### config.mk
export PLATFORM = sky130hd
export DESIGN_NAME = nlsar_ctrl
export DESIGN_NICKNAME = d
export VERILOG_FILES = /design/src/rtl/nlsar_pkg.sv /design/src/rtl/nlsar_table.sv /design/src/rtl/nlsar_seq.sv /design/src/rtl/nlsar_ctrl.sv
export SDC_FILE = /design/constraint.sdc
export NUM_CORES = 1
export LEC_CHECK = 0
export CAP_MARGIN = 40
export CORE_ASPECT_RATIO = 0.5
export CORE_MARGIN = 3
export CORE_UTILIZATION = 45
export CTS_BUF_LIST = sky130_fd_sc_hd__clkbuf_8
export DETAILED_ROUTE_END_ITERATION = 16
export DONT_BUFFER_PORTS = 1
export PLACE_DENSITY = 0.72
export SLEW_MARGIN = 10
export SYNTH_ARGS = -nofsm -noshare
export SYNTH_HDL_FRONTEND = slang
export SYNTH_HIERARCHICAL = 1
export SYNTH_SLANG_ARGS = --single-unit
### constraint.sdc
create_clock -name clk -period 2.7 [get_ports clk]
set_clock_uncertainty 0.1 [all_clocks]
set_input_delay 0.135 -clock clk [delete_from_list [all_inputs] [get_ports clk]]
set_output_delay 0.135 -clock clk [all_outputs]
set_load 0.02 [all_outputs]
### src/rtl/nlsar_pkg.sv
package nlsar_pkg;

    typedef enum logic [1:0] {
        ST_IDLE   = 2'd0,
        ST_SETTLE = 2'd1,
        ST_CMP    = 2'd2,
        ST_FINISH = 2'd3
    } nlsar_state_e;

    // Width of a counter that must reach value lim-1 (at least one bit).
    function automatic int cnt_width(input int lim);
        return (lim > 1) ? $clog2(lim) : 1;
    endfunction

endpackage

### src/rtl/nlsar_table.sv
module nlsar_table
    import nlsar_pkg::*;
#(
    parameter int ADDR_W     = 4,
    parameter int CODE_W     = 5,
    parameter bit KEEP_FINAL = 1'b1
) (
    input  logic              clk,
    input  logic              rst,
    input  logic              we,
    input  logic [ADDR_W-1:0] waddr,
    input  logic [ADDR_W-2:0] wptr,
    input  logic [CODE_W-1:0] wtrial,
    input  logic [CODE_W-1:0] wfinal,
    input  logic [ADDR_W-1:0] raddr,
    output logic [ADDR_W-2:0] rptr,
    output logic [CODE_W-1:0] rtrial,
    output logic [CODE_W-1:0] rfinal,
    input  logic [ADDR_W-1:0] faddr
);
    localparam int WORDS = 1 << ADDR_W;

    logic [ADDR_W-2:0] ptr_mem   [WORDS];
    logic [CODE_W-1:0] trial_mem [WORDS];

    always_ff @(posedge clk) begin
        if (rst) begin
            for (int i = 0; i < WORDS; i++) begin
                ptr_mem[i]   <= '0;
                trial_mem[i] <= '0;
            end
        end else if (we) begin
            ptr_mem[waddr]   <= wptr;
            trial_mem[waddr] <= wtrial;
        end
    end

    assign rptr   = ptr_mem[raddr];
    assign rtrial = trial_mem[raddr];

    generate
        if (KEEP_FINAL) begin : g_final
            logic [CODE_W-1:0] final_mem [WORDS];
            always_ff @(posedge clk) begin
                if (rst) begin
                    for (int i = 0; i < WORDS; i++) final_mem[i] <= '0;
                end else if (we) begin
                    final_mem[waddr] <= wfinal;
                end
            end
            assign rfinal = final_mem[faddr];
        end else begin : g_nofinal
            logic unused_final;
            assign unused_final = ^{wfinal, faddr};
            assign rfinal = '0;
        end
    endgenerate

endmodule

### src/rtl/nlsar_seq.sv
module nlsar_seq
    import nlsar_pkg::*;
#(
    parameter int ADDR_W     = 4,
    parameter int SETTLE_CYC = 2
) (
    input  logic              clk,
    input  logic              rst,
    input  logic              start,
    input  logic              cmp_in,
    input  logic [ADDR_W-2:0] ptr_in,
    output logic [ADDR_W-1:0] addr,
    output logic              busy,
    output logic              finish
);
    localparam int SW  = cnt_width(SETTLE_CYC);
    localparam int STW = cnt_width(ADDR_W);
    localparam logic [SW-1:0]  SETTLE_LAST = SW'(SETTLE_CYC - 1);
    localparam logic [STW-1:0] STEP_LAST   = STW'(ADDR_W - 1);

    nlsar_state_e      state;
    logic [SW-1:0]     settle_cnt;
    logic [STW-1:0]    step_cnt;

    always_ff @(posedge clk) begin
        if (rst) begin
            state      <= ST_IDLE;
            addr       <= '0;
            settle_cnt <= '0;
            step_cnt   <= '0;
        end else begin
            case (state)
                ST_IDLE: begin
                    if (start) begin
                        state      <= ST_SETTLE;
                        addr       <= '0;
                        settle_cnt <= '0;
                        step_cnt   <= '0;
                    end
                end
                ST_SETTLE: begin
                    if (settle_cnt == SETTLE_LAST) begin
                        settle_cnt <= '0;
                        state      <= ST_CMP;
                    end else begin
                        settle_cnt <= settle_cnt + 1'b1;
                    end
                end
                ST_CMP: begin
                    addr <= {ptr_in, cmp_in};
                    if (step_cnt == STEP_LAST) begin
                        state <= ST_FINISH;
                    end else begin
                        step_cnt <= step_cnt + 1'b1;
                        state    <= ST_SETTLE;
                    end
                end
                default: state <= ST_IDLE;
            endcase
        end
    end

    assign busy   = (state != ST_IDLE);
    assign finish = (state == ST_FINISH);

endmodule

### src/rtl/nlsar_ctrl.sv
module nlsar_ctrl
    import nlsar_pkg::*;
#(
    parameter int ADDR_W     = 4,
    parameter int CODE_W     = 5,
    parameter int SETTLE_CYC = 2,
    parameter bit KEEP_FINAL = 1'b1
) (
    input  logic              clk,
    input  logic              rst,
    input  logic              start,
    input  logic              cmp_in,
    input  logic              wr_en,
    input  logic [ADDR_W-1:0] wr_addr,
    input  logic [ADDR_W-2:0] wr_ptr,
    input  logic [CODE_W-1:0] wr_trial,
    input  logic [CODE_W-1:0] wr_final,
    output logic              busy,
    output logic              done,
    output logic [CODE_W-1:0] dac_code,
    output logic [ADDR_W-1:0] comp_code,
    output logic [CODE_W-1:0] nl_code
);
    logic [ADDR_W-1:0] cur_addr;
    logic [ADDR_W-2:0] cur_ptr;
    logic [CODE_W-1:0] cur_trial;
    logic [CODE_W-1:0] fin_code;
    logic              seq_busy;
    logic              seq_finish;
    logic              wr_ok;

    assign wr_ok = wr_en && !seq_busy;

    nlsar_table #(
        .ADDR_W(ADDR_W), .CODE_W(CODE_W), .KEEP_FINAL(KEEP_FINAL)
    ) u_table (
        .clk(clk), .rst(rst), .we(wr_ok), .waddr(wr_addr),
        .wptr(wr_ptr), .wtrial(wr_trial), .wfinal(wr_final),
        .raddr(cur_addr), .rptr(cur_ptr), .rtrial(cur_trial),
        .rfinal(fin_code), .faddr(cur_addr)
    );

    nlsar_seq #(
        .ADDR_W(ADDR_W), .SETTLE_CYC(SETTLE_CYC)
    ) u_seq (
        .clk(clk), .rst(rst), .start(start), .cmp_in(cmp_in),
        .ptr_in(cur_ptr), .addr(cur_addr), .busy(seq_busy),
        .finish(seq_finish)
    );

    logic [ADDR_W-1:0] comp_q;
    logic [CODE_W-1:0] nl_q;
    logic              done_q;

    always_ff @(posedge clk) begin
        if (rst) begin
            comp_q <= '0;
            nl_q   <= '0;
            done_q <= 1'b0;
        end else begin
            done_q <= seq_finish;
            if (seq_finish) begin
                comp_q <= cur_addr;
                nl_q   <= fin_code;
            end
        end
    end

    assign busy      = seq_busy;
    assign done      = done_q;
    assign dac_code  = seq_busy ? cur_trial : '0;
    assign comp_code = comp_q;
    assign nl_code   = nl_q;

endmodule

# ---- Word level (Yosys, flattened, before mapping)
# Memory sizes are Yosys's and may differ from the RTL's. A register that Yosys moved wholly into a read port is not among the register bits.
# Index checks and enable logic that the tools add are counted.
dict set report classes {
  add_sub_neg 2
  eq_ne 7
  mux 31
  n_reduce_logical 13
}
# operator n
set op_table {}
lappend op_table {{$mux W4} 8}
lappend op_table {{$mux W5} 3}
lappend op_table {{$mux W1} 10}
lappend op_table {{$mux W2} 5}
lappend op_table {{$reduce_or A5 Y1} 2}
lappend op_table {{$pmux W4 S2} 1}
lappend op_table {{$eq A2 B2 Y1 const B} 3}
lappend op_table {{$pmux W2 S3} 1}
lappend op_table {{$reduce_and A2 Y1} 3}
lappend op_table {{$reduce_bool A2 Y1} 3}
lappend op_table {{$ne A2 B2 Y1 const B} 2}
lappend op_table {{$pmux W2 S2} 1}
lappend op_table {{$mux W3} 1}
lappend op_table {{$reduce_and A3 Y1} 1}
lappend op_table {{$reduce_or A3 Y1} 1}
lappend op_table {{$add A2 B1 Y2 const B} 1}
lappend op_table {{$eq A2 B1 Y1 const B} 1}
lappend op_table {{$logic_not A2 Y1} 1}
lappend op_table {{$ne A2 B1 Y1 const B} 1}
lappend op_table {{$pmux W1 S2} 1}
lappend op_table {{$add A1 B1 Y1 const B} 1}
lappend op_table {{$logic_and A1 B1 Y1} 1}
lappend op_table {{$logic_not A1 Y1} 1}
dict set report totals {
  reg_bits 14
  ram_bits 208
  output_inout_bits 16
  n_memories 3
}
# name words width rd rd_clocked_by_memory_dff write_ports line
set memory_table {}
lappend memory_table {u_table.g_final.final_mem 16 5 1 1 16 nlsar_table.sv:43} ;# logic [CODE_W-1:0] final_mem [WORDS];
lappend memory_table {u_table.trial_mem 16 5 1 1 16 nlsar_table.sv:24} ;# logic [CODE_W-1:0] trial_mem [WORDS];
lappend memory_table {u_table.ptr_mem 16 3 1 1 16 nlsar_table.sv:23} ;# logic [ADDR_W-2:0] ptr_mem [WORDS];

# ---- Longest topological paths before layout
# Gate-level depths: netlist (run 1).
dict set report logic_depth {
  word_depth 8
  depth_mapped 7
  ltp_nobuf 5
}

# ---- Hierarchy
# The synthesis (run 1) kept the hierarchy.
# mod instances cells_each area_per_inst_um2 seq_area_each_um2
set modules_own_cells {}
lappend modules_own_cells {nlsar_table 1 604 9426.5 6246.0}
lappend modules_own_cells {nlsar_ctrl 1 37 384.1 200.2}
lappend modules_own_cells {nlsar_seq 1 41 367.9 180.2}

# ---- Least setup slack after synthesis (run 1)
# Ideal clock, no wire load.
dict set report synth_path {
  path_type {register to register}
  from {register u_seq.state[1]}
  to {memory u_table.g_final.final_mem[1][0] (enable)}
  setup_ns 0.324
  t_arrival_ns 2.010
  slack_ns 0.265
  path_stages_with_launch 7
  n_path_buf 1
  cell_sequence {dfxtp_1 clkbuf_2 or2_2 nor2b_1 or4b_1 nor2_1 or2_2}
}
# element line
set synth_rtl {}
lappend synth_rtl {{from (decl)} nlsar_seq.sv:21} ;# nlsar_state_e state;
lappend synth_rtl {{from (signal assigned)} nlsar_seq.sv:27} ;# state <= ST_IDLE;
lappend synth_rtl {{from (signal assigned)} nlsar_seq.sv:35} ;# state <= ST_SETTLE;
lappend synth_rtl {{from (signal assigned)} nlsar_seq.sv:44} ;# state <= ST_CMP;
lappend synth_rtl {{to (decl)} nlsar_table.sv:43}

==> summary.txt, run 1 <==
Setup path
  – Required time worst endpoint: around 2800 ps
  – Setup crit end kind: flop
  – Reg-to-reg startpoint: u_seq/state[1]$_SDFFE_PP0P_
  – Largest fanout on the critical path: 13
  – R2R setup slack: around 190 ps
  – CP Launch Type: flop
  – Crit path arrival time: 2560 ps
  – Critical path origin: u_seq/state[1]$_SDFFE_PP0P_
  – FF-to-FF End: u_table/trial_mem[1][0]$_SDFFCE_PN0P_
  – Crit path to: u_table/trial_mem[1][0]$_SDFFCE_PN0P_
  – Setup CP Type: reg -> reg
  – Register-to-Register Path Depth: 5

Cells and area
  – Final Non-Filler Cells: slightly above 1,000
  – Synthesis-to-finish area growth: 12.2%
  – Nets: approximately 740
  – Ant diodes: 0
  – Fillers: around 1,800
  – Share of cells above drive strength 1: 19.5%
  – Design Area, Final: ~11,000 um2

Logic synthesis
  – Synth warnings: 6
  – Seq/Total Area, Yosys: around 65%
  – Syn Nets: 705
  – Synth Flop Type: edfxtp_1
  – Cell taking the most area after synthesis: edfxtp_1
  – Area contributors post-synth: edfxtp_1, and2_1, mux4_2
  – Yosys top cell area share: a little over 60%
  – Yosys reg bits: 227
  – Synth unique cells: 32
  – Post-synthesis cell area: a little over 10,000 um2
  – EDFF count, synth: 208
  – Synthesized area per cell: ~15 um2
  – Cells after synthesis: between 600 and 700
  – Post-synth ARST share: 0%

Worst hold path
  – WHS Path Cells: 1
  – Worst min path class: in -> reg

Routing
  – Detail-routed net length per standard cell: around 21 um
  – Vias per cell: 5.48
  – Detailed Routing Iterations Pass 1: 5
  – DRT Wirelength: around 22,000 um
  – Total number of vias: 5,689
  – DR iter-0 viols: around 530
  – # DRC: 0
  – Detail Route Antenna Nets: 0

Placement
  – HPWL Detailed: about 14,000 um
  – Post-Place Cells: around 960
  – Port buffer count: 0
  – Area after DPL: approximately 11,000 um2
  – GP Congestion: approximately 0.80

Floorplan
  – Core area: 21,900 um2
  – Die Width: roughly 220 um
  – Area of the die: 24,600 um2
  – Die Ht: roughly 110 um
  – Num rows: 38
  – Io pins: 38
  – Initial Util: ~46%

STA
  – Relative slew slack: 41.4%
  – Slew Limit Fails: 0
  – Setup_tns: 0 ps
  – Fmax: roughly 400 MHz
  – Min Tclk post-route: about 2500 ps
  – Final setup viols: 0
  – Fin crit share: just over 90%
  – Slew @ Worst Pin: roughly 880 ps
  – RSZ-0062 raised after global routing: no
  – Final Hold Fails: 0

CTS
  – Clk Tree Root Cell: clkbuf_8
  – Clk buf depth: 3
  – TritonCTS clock tree: yes
  – Clock-pin slew on the worst setup and hold paths: approximately 60 ps
  – Maximum level of the CTS H-tree: 2
  – Clk_lat worst skew: between 400 and 500 ps
  – Clk sink count: about 230
  – TritonCTS Buffers: 34

Pwr
  – Lkg Pwr: slightly above 4 nW
  – Power per cell area: slightly above 600 nW/um2
  – Peak supply drop: about 0.00028 V

Global routing
  – Total gr overflow: 0
  – Initial antenna violation count: 1
  – First-pass GRT wire length: about 34,000 um
  – Largest net degree at the start of global routing: 50
  – Total GRT Usage: ~18%
  – Vias in the first global route: roughly 5,700

Outcome
  – Status: finished, final reports clean

Run
  – MaxCap Viol Count: 0
==> Yosys cell counts, drive strengths merged, types with 4 or more instances <==
library cell  instances
buf                  15
a21oi                 4
nor2b                 6
edfxtp              208
nor3                  4
and2                215
mux4                 52
nand2                17
dfxtp                19
mux2i                 9
a22oi                25
or2                  17
nand3                12
clkbuf               35
nor2                 29
==> where the power goes <==
part / internal, mW / switching [mW] / leakage (nW)
logic: 0.113 / 0.205 / 1.45
clock network: 1.40 / 1.24 / 0.368
registers: 3.96 / 0.0391 / 2.30
total: 5.47 / 1.49 / 4.11
==> worst min path at each step <==
stage          startpoint  slack, ps                                       endpoint
5_1_grt        wr_addr[1]         20          u_table/trial_mem[0][3]$_SDFFCE_PN0P_
6_report              rst         40  u_table/g_final.final_mem[8][3]$_SDFFCE_PN0P_
3_5_place_dp          rst        110                     u_seq/addr[1]$_SDFFE_PP0P_
4_1_cts               rst         10  u_table/g_final.final_mem[1][1]$_SDFFCE_PN0P_
3_3_place_gp          rst        110                     u_seq/addr[1]$_SDFFE_PP0P_
2_1_floorplan      cmp_in        180                     u_seq/addr[0]$_SDFFE_PP0P_
==> layout by cell type (no fill, tap or decap), types with 7 or more instances in the layout <==
cell,n
a22oi_1,25
edfxtp_1,208
dlygate4sd3_1,17
dfxtp_1,17
nor2_1,29
buf_4,26
mux2i_1,9
nand3_1,12
clkinv_1,7
and2_1,214
clkbuf_8,35
or2_2,17
inv_1,13
nand2_1,17
mux4_2,52
==> worst max-delay path, stage by stage (launching register included) <==
cell	delay [ps]
dfxtp_1	310
or2_2	380
nor2b_1	300
or4b_1	570
nor2_1	170
or2_2	340
==> layer usage <==
| layer | track usage, % | routed length, um | vias up |
|---|---|---|---|
| met5 | 0 | 13 | - |
| met4 | 4.31 | 339 | 2 |
| met3 | 4.44 | 1540 | 30 |
| met2 | 28.5 | 10200 | 202 |
| met1 | 26.4 | 9970 | 2889 |
| li1 | - | - | 2566 |
==> area by class of cell <==
cell class	count	area, um2	share of cell area, %
tap	300	375	3.29
timing repair buffer	47	437	3.82
clock inverter	25	153	1.34
clock buffer	35	482	4.22
sequential	227	6630	58.1
multi-input combinational	405	3340	29.3
==> cells by family after synthesis <==
logic type                 after synthesis  share of synthesized area, %
AOI/OAI and AO/OA                       33                          2.29
DFF                                    227                          65.1
buffers and inverters                   50                          2.07
adders and majority gates                1                         0.123
muxes                                   61                          12.4
and+or+nand+nor                        310                          18.0
==> state kept, by name, indices dropped and copies added (netlist names) <==
| name | flops |
|---|---|
| comp_code | 4 |
| done | 1 |
| nl_code | 5 |
| u_seq/addr | 4 |
| u_seq/settle_cnt | 1 |
| u_seq/state | 2 |
| u_seq/step_cnt | 2 |
| u_table/g_final.final_mem | 80 |
| u_table/ptr_mem | 48 |
| u_table/trial_mem | 80 |
==> stage by stage <==
stage / utilization [%] / setup WS [ps] / hold slack, ps / power [mW]
floorplan: - / 265 / 183 / 4.25
global placement: 48.3 / 281 / 106 / 4.30
detailed placement: 48.3 / 262 / 108 / 4.32
CTS: 52.1 / 172 / 12.0 / 7.02
global route: 52.1 / 57.0 / 23.5 / 7.21
finish: 52.1 / 188 / 37.7 / 6.96
==> timing repair <==
action,in CTS,in global routing
hold buffers,17,0
resized for setup,1,0
endpoints found under the setup margin,5,0
setup buffers,3,0
endpoints found under the hold margin,253,0
(Power assumes the default switching activity.)
==> run 2: changes to the inputs <==
--- a/config.mk
+++ b/config.mk
@@ -12,6 +12,7 @@
 export CTS_BUF_LIST = sky130_fd_sc_hd__clkbuf_8
 export DETAILED_ROUTE_END_ITERATION = 16
 export DONT_BUFFER_PORTS = 1
+export GPL_TIMING_DRIVEN = 0
 export PLACE_DENSITY = 0.72
 export SLEW_MARGIN = 10
 export SYNTH_ARGS = -nofsm -noshare
==> run 2 against run 1 <==
Against the previous run: largest cell class unchanged; combinational power is 8.5% higher; critical path type unchanged; cell count is 2.7% higher; via count increased by 6.6%; utilization rose by 0.48 points; worst hold slack gained 40 ps.
==> summary.txt, run 2 (synthesized netlist as in run 1, its figures left out) <==
Outcome
  – Status: finished, final reports clean (unchanged)

STA
  – Final setup viols: 0 (unchanged)
  – PnR worst setup slack: 35.5 ps (was 188 ps)
  – Fmax: 375 MHz (was 398 MHz)
  – Slew @ Worst Pin: 716 ps (was 875 ps)
  – RSZ-0062 raised after global routing: yes (was no)
  – Min Tclk post-route: 2660 ps (was 2510 ps)
  – Setup_tns: 0 ps (unchanged)
  – Final Hold Fails: 0 (unchanged)
  – Slew Limit Fails: 0 (unchanged)
  – Relative slew slack: 52.3% (was 41.4%)
  – Worst hold margin: 77.4 ps (was 37.7 ps)
  – Fin crit share: 98.7% (was 93.0%)

Placement
  – GP Congestion: 0.848 (was 0.805)
  – HPWL Detailed: 16,000 um (was 14,100 um)
  – Port buffer count: 0 (unchanged)
  – Area after DPL: 10,600 um2 (about the same)
  – Post-Place Cells: 982 (was 959)
  – Dpl ws: -284 ps (was 262 ps)

Setup path
  – CP peak stage delay: 590 ps (was 570 ps)
  – Largest fanout on the critical path: 10 (was 13)
  – Setup CP Type: reg -> reg (unchanged)
  – R2R setup slack: 40 ps (was 190 ps)
  – Buf/Inv on CP: 1 (was 0)
  – Top delay family on crit path: simple AND/OR/NAND/NOR gates (unchanged)
  – Worst-path cell chain: clkbuf_2 -> or2_4 -> nor2b_2 -> or4b_1 -> nor2_2 -> or2_4 (was or2_2 -> nor2b_1 -> or4b_1 -> nor2_1 -> or2_2)
  – Setup crit end kind: flop (unchanged)
  – Most frequent CP cell: or2_4 (was or2_2)
  – Required time worst endpoint: 2790 ps (was 2750 ps)
  – Slowest CP cell: or4b_1 (unchanged)
  – Crit path arrival time: 2750 ps (was 2560 ps)
  – CP Launch Type: flop (unchanged)

Cells and area
  – Top Registers: u_table/g_final.final_mem (80), u_table/trial_mem (80), u_table/ptr_mem (48) (unchanged)
  – Design Area, Final: 11,500 um2 (was 11,400 um2)
  – Final Non-Filler Cells: 1,067 (was 1,039)
  – Synthesis-to-finish area growth: 13.2% (was 12.2%)
  – Fin util: 52.6% (was 52.1%)
  – Share of cells above drive strength 1: 19.5% (about the same)
  – Most frequent cells in the layout: and2_1, edfxtp_1, mux4_2 (unchanged)
  – Fillers: 1,724 (was 1,756)
  – Nets: 766 (was 738)
  – Commonest non-fill, non-tap cell in the layout: and2_1 (unchanged)

Worst hold path
  – Worst min path class: in -> reg (unchanged)

CTS
  – TritonCTS clock tree: yes (unchanged)
  – Maximum level of the CTS H-tree: 2 (unchanged)
  – Clk buf depth: 3 (unchanged)
  – Clock-pin slew on the worst setup and hold paths: 60 ps (about the same)
  – Clk Tree Root Cell: clkbuf_8 (unchanged)
  – Clk sink count: 227 (unchanged)
  – TritonCTS Buffers: 35 (was 34)
  – Clk_lat worst skew: 500 ps (was 490 ps)

Global routing
  – First-pass GRT wire length: 36,800 um (was 33,800 um)
  – Initial antenna violation count: 1 (unchanged)
  – Vias in the first global route: 6,056 (was 5,739)
  – Largest net degree at the start of global routing: 15 (was 50)
  – Total gr overflow: 0 (unchanged)
  – Total GRT Usage: 20.2% (was 18.3%)

Floorplan
  – Num rows: 38 (unchanged)
  – Io pins: 38 (unchanged)
  – Initial Util: 46.4% (unchanged)
  – Area of the die: 24,600 um2 (unchanged)
  – Die Ht: 112 um (unchanged)
  – Die Width: 219 um (unchanged)
  – Core area: 21,900 um2 (unchanged)

Routing
  – Detail-routed net length per standard cell: 22.8 um (was 21.2 um)
  – Vias per cell: 5.68 (was 5.48)
  – Total number of vias: 6,065 (was 5,689)
  – Detailed Routing Iterations Pass 1: 5 (unchanged)
  – DRT Wirelength: 24,300 um (was 22,100 um)
  – DR iter-0 viols: 735 (was 526)
  – Detail Route Antenna Nets: 0 (unchanged)
  – # DRC: 0 (unchanged)

Pwr
  – Peak supply drop: 0.000270 V (was 0.000283 V)
  – Lkg Pwr: 4.10 nW (was 4.11 nW)
  – Power per cell area: 598 nW/um2 (was 609 nW/um2)
  – Pwr Total: 6.90 mW (was 6.96 mW)

Run
  – MaxCap Viol Count: 0 (unchanged)
-- run 2: worst paths after layout --
| check | startpoint | to | cells after the start |
|---|---|---|---|
| setup reg to reg | u_seq/state[1]$_SDFFE_PP0P_ | u_table/ptr_mem[1][0]$_SDFFCE_PN0P_ | 6 |
| hold reg to reg | u_seq/step_cnt[0]$_SDFFE_PP0P_ | u_seq/step_cnt[0]$_SDFFE_PP0P_ | 2 |
| hold / removal | wr_final[4] | u_table/g_final.final_mem[6][4]$_SDFFCE_PN0P_ | 2 |
| setup / recovery | u_seq/state[1]$_SDFFE_PP0P_ | u_table/ptr_mem[1][0]$_SDFFCE_PN0P_ | 6 |
-- run 2: final cells by class --
class | count | area, um2 | share of cell area [%]
repair buffers | 21 | 208 | 1.80
flip-flops and latches | 227 | 6630 | 57.5
multi-input cells | 408 | 3430 | 29.7
clock inverters | 22 | 87.6 | 0.760
well taps | 300 | 375 | 3.26
diodes | 1 | 2.50 | 0.0217
plain buffers | 50 | 272 | 2.36
clock buffers | 38 | 523 | 4.54
-- run 2: power breakdown --
group	internal [mW]	switching (mW)	total (mW)
logic	0.121	0.224	0.345
registers	3.96	0.0389	4.00
clock network	1.29	1.26	2.55
total	5.37	1.53	6.90
-- run 2: routing by layer --
metal,vias up,share of wire [%],GRT usage (%)
met5,-,0,0
met4,0,1.9,5.65
met3,44,10,4.71
met2,310,46,31.3
met1,3081,42,29.0
li1,2630,-,-
-- run 2: repair_timing --
action                                  in CTS  in global routing
pin swaps                                    1                  1
endpoints found under the setup margin     156                100
resized for setup                           26                 23
cloned                                       2                  1
buffers inserted                             1                  0
endpoints found under the hold margin      101                  0
hold buffers                                20                  0
